`src/rtl/clkstop_pkg.sv`:
```
package clkstop_pkg;
  typedef enum logic [1:0] {
    CS_RUN    = 2'd0,
    CS_STOP   = 2'd1,
    CS_SETTLE = 2'd2
  } cs_state_t;

  localparam logic [1:0] A_STOPCTL = 2'd0;
  localparam logic [1:0] A_DIV     = 2'd1;
  localparam logic [1:0] A_PLL     = 2'd2;
  localparam logic [1:0] A_PLLPWR  = 2'd3;

  localparam logic [4:0] DIV8_LOW  = 5'b01000;
endpackage

```
`src/rtl/cs_wake_qual.sv`:
```
module cs_wake_qual #(
  parameter int PRIO_W = 3
) (
  input  logic              clk,
  input  logic              rst,
  input  logic              arm,
  input  logic              irq_req,
  input  logic [PRIO_W-1:0] irq_prio,
  input  logic [PRIO_W-1:0] exit_lvl,
  input  logic              ie_flag,
  output logic              wake
);
  logic raw;
  logic meta_q, sync_q;

  // unclocked qualification; sampled only by the synchroniser
  assign raw = ie_flag && irq_req && (irq_prio > exit_lvl);

  always_ff @(posedge clk) begin
    if (rst) begin
      meta_q <= 1'b0;
      sync_q <= 1'b0;
    end else begin
      meta_q <= arm && raw;
      sync_q <= arm && meta_q;
    end
  end

  assign wake = sync_q;
endmodule

```
`src/rtl/cs_settle_cnt.sv`:
```
module cs_settle_cnt #(
  parameter int CNT_W = 12
) (
  input  logic             clk,
  input  logic             rst,
  input  logic             load,
  input  logic [CNT_W-1:0] len,
  input  logic             run,
  output logic             done
);
  logic [CNT_W-1:0] cnt_q;

  always_ff @(posedge clk) begin
    if (rst)                      cnt_q <= '0;
    else if (load)                cnt_q <= len;
    else if (run && cnt_q != '0)  cnt_q <= cnt_q - 1'b1;
  end

  assign done = (cnt_q == '0);
endmodule

```
`src/rtl/cs_pin_hold.sv`:
```
module cs_pin_hold #(
  parameter int CTL_W = 4
) (
  input  logic             clk,
  input  logic             rst,
  input  logic             stopped,
  input  logic             ext_mode,
  input  logic [1:0]       clkout_sel,
  input  logic [CTL_W-1:0] ctl_in,
  input  logic             clkout_in,
  output logic [CTL_W-1:0] ctl_out,
  output logic             clkout_out
);
  always_ff @(posedge clk) begin
    if (rst) begin
      ctl_out    <= '0;
      clkout_out <= 1'b0;
    end else begin
      ctl_out <= (stopped && ext_mode) ? {CTL_W{1'b1}} : ctl_in;
      if (!stopped)               clkout_out <= clkout_in;
      else if (clkout_sel == 2'd0) clkout_out <= 1'b1;
    end
  end
endmodule

```
`src/rtl/clkstop_ctrl.sv`:
```
module clkstop_ctrl
  import clkstop_pkg::*;
#(
  parameter int PRIO_W = 3,
  parameter int CNT_W  = 12,
  parameter int CTL_W  = 4
) (
  input  logic              clk,
  input  logic              rst,
  input  logic              wr_en,
  input  logic [1:0]        wr_addr,
  input  logic [7:0]        wr_data,
  input  logic              sub_sel,
  input  logic              irq_req,
  input  logic [PRIO_W-1:0] irq_prio,
  input  logic [PRIO_W-1:0] exit_lvl,
  input  logic              ie_flag,
  input  logic [CNT_W-1:0]  settle_len,
  input  logic              ext_mode,
  input  logic [1:0]        clkout_sel,
  input  logic [CTL_W-1:0]  ctl_in,
  input  logic              clkout_in,
  output logic              main_en,
  output logic              sub_en,
  output logic              pll_on,
  output logic              bclk_en,
  output logic              periph_en,
  output logic              bclk_src,
  output logic [7:0]        div_q,
  output logic              stop_q,
  output logic              stop_reject,
  output logic [CTL_W-1:0]  ctl_out,
  output logic              clkout_out
);
  cs_state_t st_q;
  logic [7:0] pll_ctl_q;
  logic       pll_pd_q;
  logic       wake, settle_done;
  logic       is_run, is_stop, is_settle;
  logic       stop_wr, pll_safe;

  assign is_run    = (st_q == CS_RUN);
  assign is_stop   = (st_q == CS_STOP);
  assign is_settle = (st_q == CS_SETTLE);
  assign stop_wr   = is_run && wr_en && (wr_addr == A_STOPCTL) && wr_data[0];
  assign pll_safe  = !pll_ctl_q[7] && pll_pd_q;

  cs_wake_qual #(.PRIO_W(PRIO_W)) u_wake (
    .clk(clk), .rst(rst), .arm(is_stop),
    .irq_req(irq_req), .irq_prio(irq_prio), .exit_lvl(exit_lvl),
    .ie_flag(ie_flag), .wake(wake)
  );

  cs_settle_cnt #(.CNT_W(CNT_W)) u_settle (
    .clk(clk), .rst(rst), .load(is_stop && wake), .len(settle_len),
    .run(is_settle), .done(settle_done)
  );

  cs_pin_hold #(.CTL_W(CTL_W)) u_pins (
    .clk(clk), .rst(rst), .stopped(is_stop), .ext_mode(ext_mode),
    .clkout_sel(clkout_sel), .ctl_in(ctl_in), .clkout_in(clkout_in),
    .ctl_out(ctl_out), .clkout_out(clkout_out)
  );

  always_ff @(posedge clk) begin
    if (rst) begin
      st_q        <= CS_RUN;
      stop_q      <= 1'b0;
      stop_reject <= 1'b0;
      div_q       <= '0;
      pll_ctl_q   <= '0;
      pll_pd_q    <= 1'b0;
      bclk_src    <= 1'b0;
    end else begin
      stop_reject <= 1'b0;
      unique case (st_q)
        CS_RUN: begin
          bclk_src <= sub_sel;
          if (stop_wr) begin
            if (pll_safe) begin
              st_q   <= CS_STOP;
              stop_q <= 1'b1;
              div_q  <= {div_q[7:5], DIV8_LOW};
            end else begin
              stop_reject <= 1'b1;
            end
          end else if (wr_en) begin
            case (wr_addr)
              A_DIV:    div_q     <= wr_data;
              A_PLL:    pll_ctl_q <= wr_data;
              A_PLLPWR: pll_pd_q  <= wr_data[0];
              default:  ;
            endcase
          end
        end
        CS_STOP: begin
          if (wake) begin
            st_q   <= CS_SETTLE;
            stop_q <= 1'b0;
          end
        end
        CS_SETTLE: begin
          if (settle_done) st_q <= CS_RUN;
        end
        default: st_q <= CS_RUN;
      endcase
    end
  end

  assign main_en   = !is_stop;
  assign sub_en    = !is_stop;
  assign bclk_en   = is_run;
  assign periph_en = is_run;
  assign pll_on    = is_run && pll_ctl_q[7];
endmodule

```
`config.mk`:
```
export PLATFORM = sky130hd
export DESIGN_NAME = clkstop_ctrl
export DESIGN_NICKNAME = d
export VERILOG_FILES = /design/src/rtl/clkstop_pkg.sv /design/src/rtl/cs_wake_qual.sv /design/src/rtl/cs_settle_cnt.sv /design/src/rtl/cs_pin_hold.sv /design/src/rtl/clkstop_ctrl.sv
export SDC_FILE = /design/constraint.sdc
export NUM_CORES = 1
export LEC_CHECK = 0
export ABC_AREA = 1
export CORE_ASPECT_RATIO = 1.2
export CORE_MARGIN = 2
export CORE_UTILIZATION = 60
export CTS_BUF_LIST = sky130_fd_sc_hd__clkbuf_4 sky130_fd_sc_hd__clkbuf_8
export DETAILED_ROUTE_END_ITERATION = 10
export DONT_BUFFER_PORTS = 1
export PLACE_DENSITY_LB_ADDON = 0.08
export SETUP_SLACK_MARGIN = 0.15
export SYNTH_ARGS = -nofsm -noshare
export SYNTH_HDL_FRONTEND = slang
export SYNTH_SLANG_ARGS = --single-unit
```
`constraint.sdc`:
```
create_clock -name clk -period 2.2 [get_ports clk]
set_clock_uncertainty 0.2 [all_clocks]
set_input_delay 0 -clock clk [delete_from_list [all_inputs] [get_ports clk]]
set_output_delay 0 -clock clk [all_outputs]
set_load 0.05 [all_outputs]
```
==> flow_summary.toml, run 1 <==
[status]
status = "finished clean"

[worst_setup_path]
crit_slowest_cell = "dlygate4sd3_1"
r2r_slack_ns = 0.16
max_stage_delay_ns = 0.59
critPathRequiredTime_ns = 2.27
arrival_ns = 2.12
worstReg2RegEnd = "st_q[0]"
critPathLaunchType = "flop"
worstPathMaxFanout = 4
r2r_cells = 8
path_cells = "inv_2 -> nand2_2 -> nor2_4 -> nand3_2 -> nor2_2 -> nand2_2 -> a21oi_1 -> dlygate4sd3_1"
cp-endpoint = "st_q[0]"
crit_start = "st_q[1]"
crit_top_cell = "nand2_2"
worstSetupPathType = "flop to flop"
worstReg2RegStart = "st_q[1]"
worstSetupEndpointType = "flop"

[clock_tree]
clockBufferDepth = 2
cts.sink_count = 34
cts_root_buf = "clkbuf_4"
clk_pin_slew_worst_paths_ns = 0.11
htreeDepth = 2
cts_tree = "built"
clkLatencyLatePin_ns = 0.33
numCtsBuffers = 5

[layout]
layout_common_cells = "48 x nor2_1, 48 x dlygate4sd3_1, 38 x nand2_1"
final.fill_count = 155
diodes = 0
syn_to_final_growth_pct = 34.7
multi_input_area_um2 = 925
layout-drive-gt1-share_pct = 10.6
regArea_um2 = 681
final_nets = 356
design_area_um2 = 2370

[pwr]
p_int_w = 0.000882
p_seq_share_pct = 56.5
peakVddDrop_v = 0.000531
swShare_pct = 28.1
leakagePower_nw = 1.12
p_switching_w = 0.000345
p_per_area_nw_per_um2 = 517
p_clk_share_pct = 30.8
power_w = 0.00123
p_comb_share_pct = 12.6

[global_routing]
gr-total-overflow = 0
use_met3_pct = 10.4
grt_max_degree = 23
met2_usage_pct = 61.4
busiest_layer = "met2"
grtUsageTotal_pct = 36.2
antenna_found_initial = 0
grt_use_met1_pct = 38.8
grt_pass1_vias = 2005
grt_pass1_wl_mm = 9.08

[synthesis]
ys_ff_latch = 34
synth_area_leaders = "dfxtp_1 39%, nor2_1 10%, nand2_1 8.1%"
synthFlopType = "dfxtp_1"
ys_types = 35
yosys_warnings = 0
synth_area_um2 = 1760
synth_top_area_share_pct = 38.6
async_flop_share_pct = 0
ys_seq_area_share_pct = 38.6
syn_nets = 301
synth-edff-count = 0
synthCells = 254
synth.largest_area_cell = "dfxtp_1"
avgSynthCellArea_um2 = 6.94

[timing]
finalSetupTns_ns = 0
slew_headroom_pct = 56.1
hold_violations = 0
final.min_clock_period_ns = 2.04
fin_ws_ns = 0.157
finalSetupViolations = 0
finalMaxSlewViolations = 0
fin_crit_sh_pct = 92.9
rsz0062_at_grt = "yes"
worst_pin_slew_ns = 0.659
fmax_mhz = 489

[placement]
gp_congestion = 0.857
dpl_worst_slack_ns = 0.523
placed_cell_area_um2 = 1780
io_buffers = 0
dp_hpwl_mm = 2.69

[detailed_routing]
drt_iter0_markers = 139
viasPerCell = 5.88
dr.pass1.iters = 8
drc = 0
drtAntennaViolNets = 0
drt-total-wl_mm = 5.96
wl_per_cell_um = 17.3
vias = 2023

[floorplanning]
die_w_um = 53.5
start_util_pct = 63.3
die_h_um = 63.4
fp.coreArea_um2 = 2790
die_area_um2 = 3390
fp-row-count = 21
ios = 63

[flow_run]
drv_cap = 0

[worst_hold_path]
hold_path.class = "input port to flop"
[Yosys cell counts (4+ instances only)]
| cell type | instances |
|---|---|
| dfxtp_1 | 34 |
| a22oi_1 | 4 |
| a21oi_1 | 13 |
| o21ai_1 | 6 |
| nand2_1 | 38 |
| nand2_2 | 4 |
| nand3_1 | 16 |
| nor2_1 | 49 |
| inv_1 | 28 |
| ha_1 | 5 |
| o21ai_0 | 20 |
| nand4_1 | 4 |
[layer usage]
layer	up-vias	wire, µm
li1	933	-
met1	910	2210
met2	135	2980
met3	45	485
met4	0	287
met5	-	0
[worst min path at each step]
stage                    endpoint  depth (start not counted)     from  slack, ns
6_report       u_settle.cnt_q[10]                          2      rst       0.12
5_1_grt        u_settle.cnt_q[10]                          2      rst       0.14
4_1_cts                  bclk_src                          3  sub_sel       0.16
3_5_place_dp    u_pins.ctl_out[1]                          1      rst      -0.13
3_3_place_gp              st_q[0]                          1      rst      -0.13
2_1_floorplan   u_settle.cnt_q[9]                          1      rst      -0.13
[power by group through the flow]
stage / Clock (W) / Combinational, W / Sequential [W]
after detailed placement: 0 / 0.0000600 / 0.000706
final: 0.000378 / 0.000155 / 0.000694
after CTS: 0.000376 / 0.000136 / 0.000692
after global placement: 0 / 0.0000581 / 0.000706
after floorplan: 0 / 0.0000523 / 0.000704
after global routing: 0.000401 / 0.000165 / 0.000695
[critical path, delay by kind of cell, from the launching register on]
kind / cells / cell delay (ns)
simple gates: 5 / 0.59
buf+inv: 2 / 0.68
compound gates: 1 / 0.16
flops: 1 / 0.36
[flip-flops by register name (all words and copies together) (netlist names), 2 cells and up]
register / cells
div_q: 8
u_pins.ctl_out: 4
u_settle.cnt_q: 12
st_q: 2
[timing repair]
action	4_1_cts	5_1_grt
endpoints found under the hold margin	34	0
setup endpoints to repair	0	8
resized for setup	0	4
hold buffers	50	0
buffers inserted	0	2
[final cells by class]
cell class / count / area share (%)
Clock buffer: 7 / 2.48
Clock inverter: 1 / 0.211
Timing Repair inverter: 1 / 0.211
Sequential cell: 34 / 28.7
Tap cell: 34 / 1.79
Multi-Input combinational cell: 181 / 39.0
Inverter: 32 / 5.27
Timing Repair Buffer: 54 / 22.4
[logic make-up (layout without fill, tap and decap cells)]
| logic type | count (synthesis) | in the layout | synth area share [%] |
|---|---|---|---|
| adder cells (fa/ha/maj) | 5 | 5 | 3.55 |
| buffers and inverters | 39 | 95 | 9.30 |
| flip-flops | 34 | 34 | 38.6 |
| AND/OR/NAND/NOR | 125 | 125 | 31.8 |
| XOR/XNOR | 3 | 3 | 1.49 |
| AO/OA/AOI/OAI | 48 | 48 | 15.2 |
[stage by stage]
step	util, %	hold WS [ns]	cells
after floorplan	-	-0.131	254
after global placement	64.1	-0.129	284
after detailed placement	64.1	-0.128	284
after CTS	84.3	0.164	342
after global routing	85.2	0.138	344
final	85.2	0.123	344
No activity file was read; power rests on OpenSTA's default activity.
==> run 2, diff against run 1 <==
Settings changed: SYNTH_HIERARCHICAL set to 1.
==> run 2 against run 1 <==
Sequential share of layout area down 1.9 points. Critical endpoint is now u_wake/meta_q. Clock power up 1%. Die area rose by 7.8%. Non-clock buffer count up 3. Sequential power shrank 0.6%. Via count grew 4.2%. Critical path depth fell by 1. Area after synthesis grew 8.4%. Worst setup slack lost 0.017 ns. The flow now finishes with violations (negative hold slack). Critical path type is now input port to flop. Register-to-register slack better by 0.07 ns. Cell area increased by 7.2%. Count of clock-buffer cells in the layout unchanged.
==> flow_summary.toml, run 2 <==
[floorplanning]
fp-row-count = 22
die_h_um = 65.8
start_util_pct = 62.5
die_area_um2 = 3650
ios = 63
die_w_um = 55.5
fp.coreArea_um2 = 3060

[timing]
holdWs_ns = -0.0276
finalMaxSlewViolations = 0
fin_ws_ns = 0.140
finalSetupTns_ns = 0
worst_pin_slew_ns = 0.998
final.min_clock_period_ns = 2.06
rsz0062_at_grt = "yes"
fin_crit_sh_pct = 93.6
hold_violations = 1
finalSetupViolations = 0
fmax_mhz = 486
slew_headroom_pct = 33.2

[synthesis]
ys_types = 31
synth_area_leaders = "dfxtp_1 36%, nand2_1 11%, nor2_1 9.2%"
ys_ff_latch = 34
synthFlopType = "dfxtp_1"
syn_nets = 334
synth.top_cells.by_count = "55 x nand2_1, 47 x nor2_1, 45 x inv_1"
synth-edff-count = 0
synth_area_um2 = 1910
synth_top_area_share_pct = 35.6
yosysMostFrequentCell = "nand2_1"
synth.largest_area_cell = "dfxtp_1"
synthCells = 287
yosys_warnings = 6
ys_seq_area_share_pct = 35.6
async_flop_share_pct = 0
avgSynthCellArea_um2 = 6.65

[clock_tree]
htreeDepth = 2
numCtsBuffers = 5
clk_pin_slew_worst_paths_ns = 0.10
clockBufferDepth = 2
clkLatencyLatePin_ns = 0.35
cts_tree = "built"
cts.sink_count = 34
cts_root_buf = "clkbuf_4"

[detailed_routing]
vias = 2107
wl_per_cell_um = 15.9
drt_iter0_markers = 132
drt-total-wl_mm = 6.06
dr.pass1.iters = 5
drc = 0
viasPerCell = 5.53
drtAntennaViolNets = 0

[worst_setup_path]
worstPathMaxFanout = 1
worst-path-buf-inv = 3
critPathRequiredTime_ns = 2.28
worstSetupPathType = "input port to flop"
critPathLaunchType = "input port"
worstSetupEndpointType = "flop"
path_delay_family = "buffers and inverters"
r2r_slack_ns = 0.23
crit_top_cell = "dlygate4sd3_1"
crit_slowest_cell = "dlygate4sd3_1"
arrival_ns = 2.14
path_cells = "dlygate4sd3_1 -> ha_1 -> dlygate4sd3_1 -> nor2_2 -> dlygate4sd3_1 -> nor2_2 -> nor2_1"
max_stage_delay_ns = 0.59

[global_routing]
grtUsageTotal_pct = 33.3
antenna_found_initial = 0
gr-total-overflow = 0
grt_use_met1_pct = 33.9
use_met3_pct = 8.41
grt_max_degree = 25
grt_pass1_wl_mm = 9.40
busiest_layer = "met2"
met2_usage_pct = 61.9
grt_pass1_vias = 2151

[layout]
top_register = "u_settle/cnt_q"
mostFrequentLayoutCell = "nand2_1"
diodes = 0
final_nets = 391
syn_to_final_growth_pct = 33.2
layout_common_cells = "55 x nand2_1, 49 x dlygate4sd3_1, 45 x inv_1, 45 x nor2_1, 34 x dfxtp_1"
largestRegisters = "u_settle/cnt_q x12, div_q x8, u_pins/ctl_out x4"
largest_reg_flops = 12
layout-drive-gt1-share_pct = 11.3

[placement]
dp_hpwl_mm = 3.08
io_buffers = 0
gp_congestion = 0.924
dpl_worst_slack_ns = 0.501

[worst_hold_path]
hold_path.class = "input port to flop"

[flow_run]
drv_cap = 0

[status]
status = "finished, violations left"
violations = "negative hold slack"

[pwr]
leakagePower_nw = 1.24
peakVddDrop_v = 0.000501
p_per_area_nw_per_um2 = 485
run 2: cell types whose count changed after synthesis, moves of 2 or more:
cell | previous run | this run
inv_1 | 28 | 45
nand2_1 | 38 | 55
a21oi_1 | 13 | 26
o21ai_0 | 20 | 11
nand3_1 | 16 | 23
o21ai_1 | 6 | 0
nor2_2 | 2 | 7
a22oi_1 | 4 | 0
nand2_2 | 4 | 1
o21ai_2 | 0 | 3
nand4_2 | 0 | 2
nor2_1 | 49 | 47
nor3_1 | 3 | 1
run 2: power by group:
group          total (W)  internal (W)  switching [W]  leakage, nW
logic           0.000163     0.0000840      0.0000793        0.927
registers       0.000690      0.000631      0.0000585        0.277
clock network   0.000382      0.000167       0.000214       0.0387
run 2: worst paths after layout:
check / from / end / cells after the start
setup / recovery: exit_lvl[0] / u_wake/meta_q / 7
hold / removal: exit_lvl[2] / u_wake/meta_q / 5
setup reg to reg: st_q[1] / st_q[0] / 7
hold reg to reg: u_wake/meta_q / u_wake/wake / 2
run 2: cells by family (layout without fill, tap and decap cells):
logic type | after synthesis | in the layout | share of synthesized area, %
flip-flops | 34 | 34 | 35.6
XOR/XNOR | 4 | 4 | 1.84
AND/OR/NAND/NOR | 148 | 148 | 35.3
buffers and inverters | 54 | 112 | 12.1
adder cells (fa/ha/maj) | 5 | 5 | 3.28
AO/OA/AOI/OAI | 42 | 42 | 11.9
run 2: layout make-up:
class                   instances  area, µm²
multi-input cells             199       1000
fillers                       185        512
repair buffers                 57        573
inverters                      47        178
clock inverters                 1       5.00
flip-flops and latches         34        681
well taps                      36       45.0
clock buffers                   7       58.8
run 2: per-layer routing:
layer,part of all wire [%],vias to the layer above
li1,-,1016
met1,38,968
met2,52,104
met3,7.0,19
met4,3.6,0
met5,0,-
run 2: repair_timing:
action | CTS | global route
resized for setup | 0 | 7
setup buffers | 0 | 2
hold endpoints to repair | 34 | 1
hold buffers | 51 | 2
setup endpoints to repair | 0 | 8
run 2: metrics by stage:
| stage | hold slack (ns) | std cells | total power, W | cell area, µm² | util (%) |
|---|---|---|---|---|---|
| 2_1_floorplan | -0.131 | 287 | 0.000757 | 1910 | - |
| 3_3_place_gp | -0.134 | 320 | 0.000765 | 1930 | 63.2 |
| 3_5_place_dp | -0.133 | 320 | 0.000767 | 1930 | 63.2 |
| 4_1_cts | 0.138 | 379 | 0.00122 | 2510 | 82.0 |
| 5_1_grt | 0.0450 | 381 | 0.00127 | 2540 | 83.3 |
| 6_report | -0.0276 | 381 | 0.00123 | 2540 | 83.3 |
run 2: worst min-delay path, cell delays in order:
cell and delay, ns:
inv_1 0.08, ha_1 0.19, nand3_1 0.09, nand3_1 0.07
nor2_1 0.04
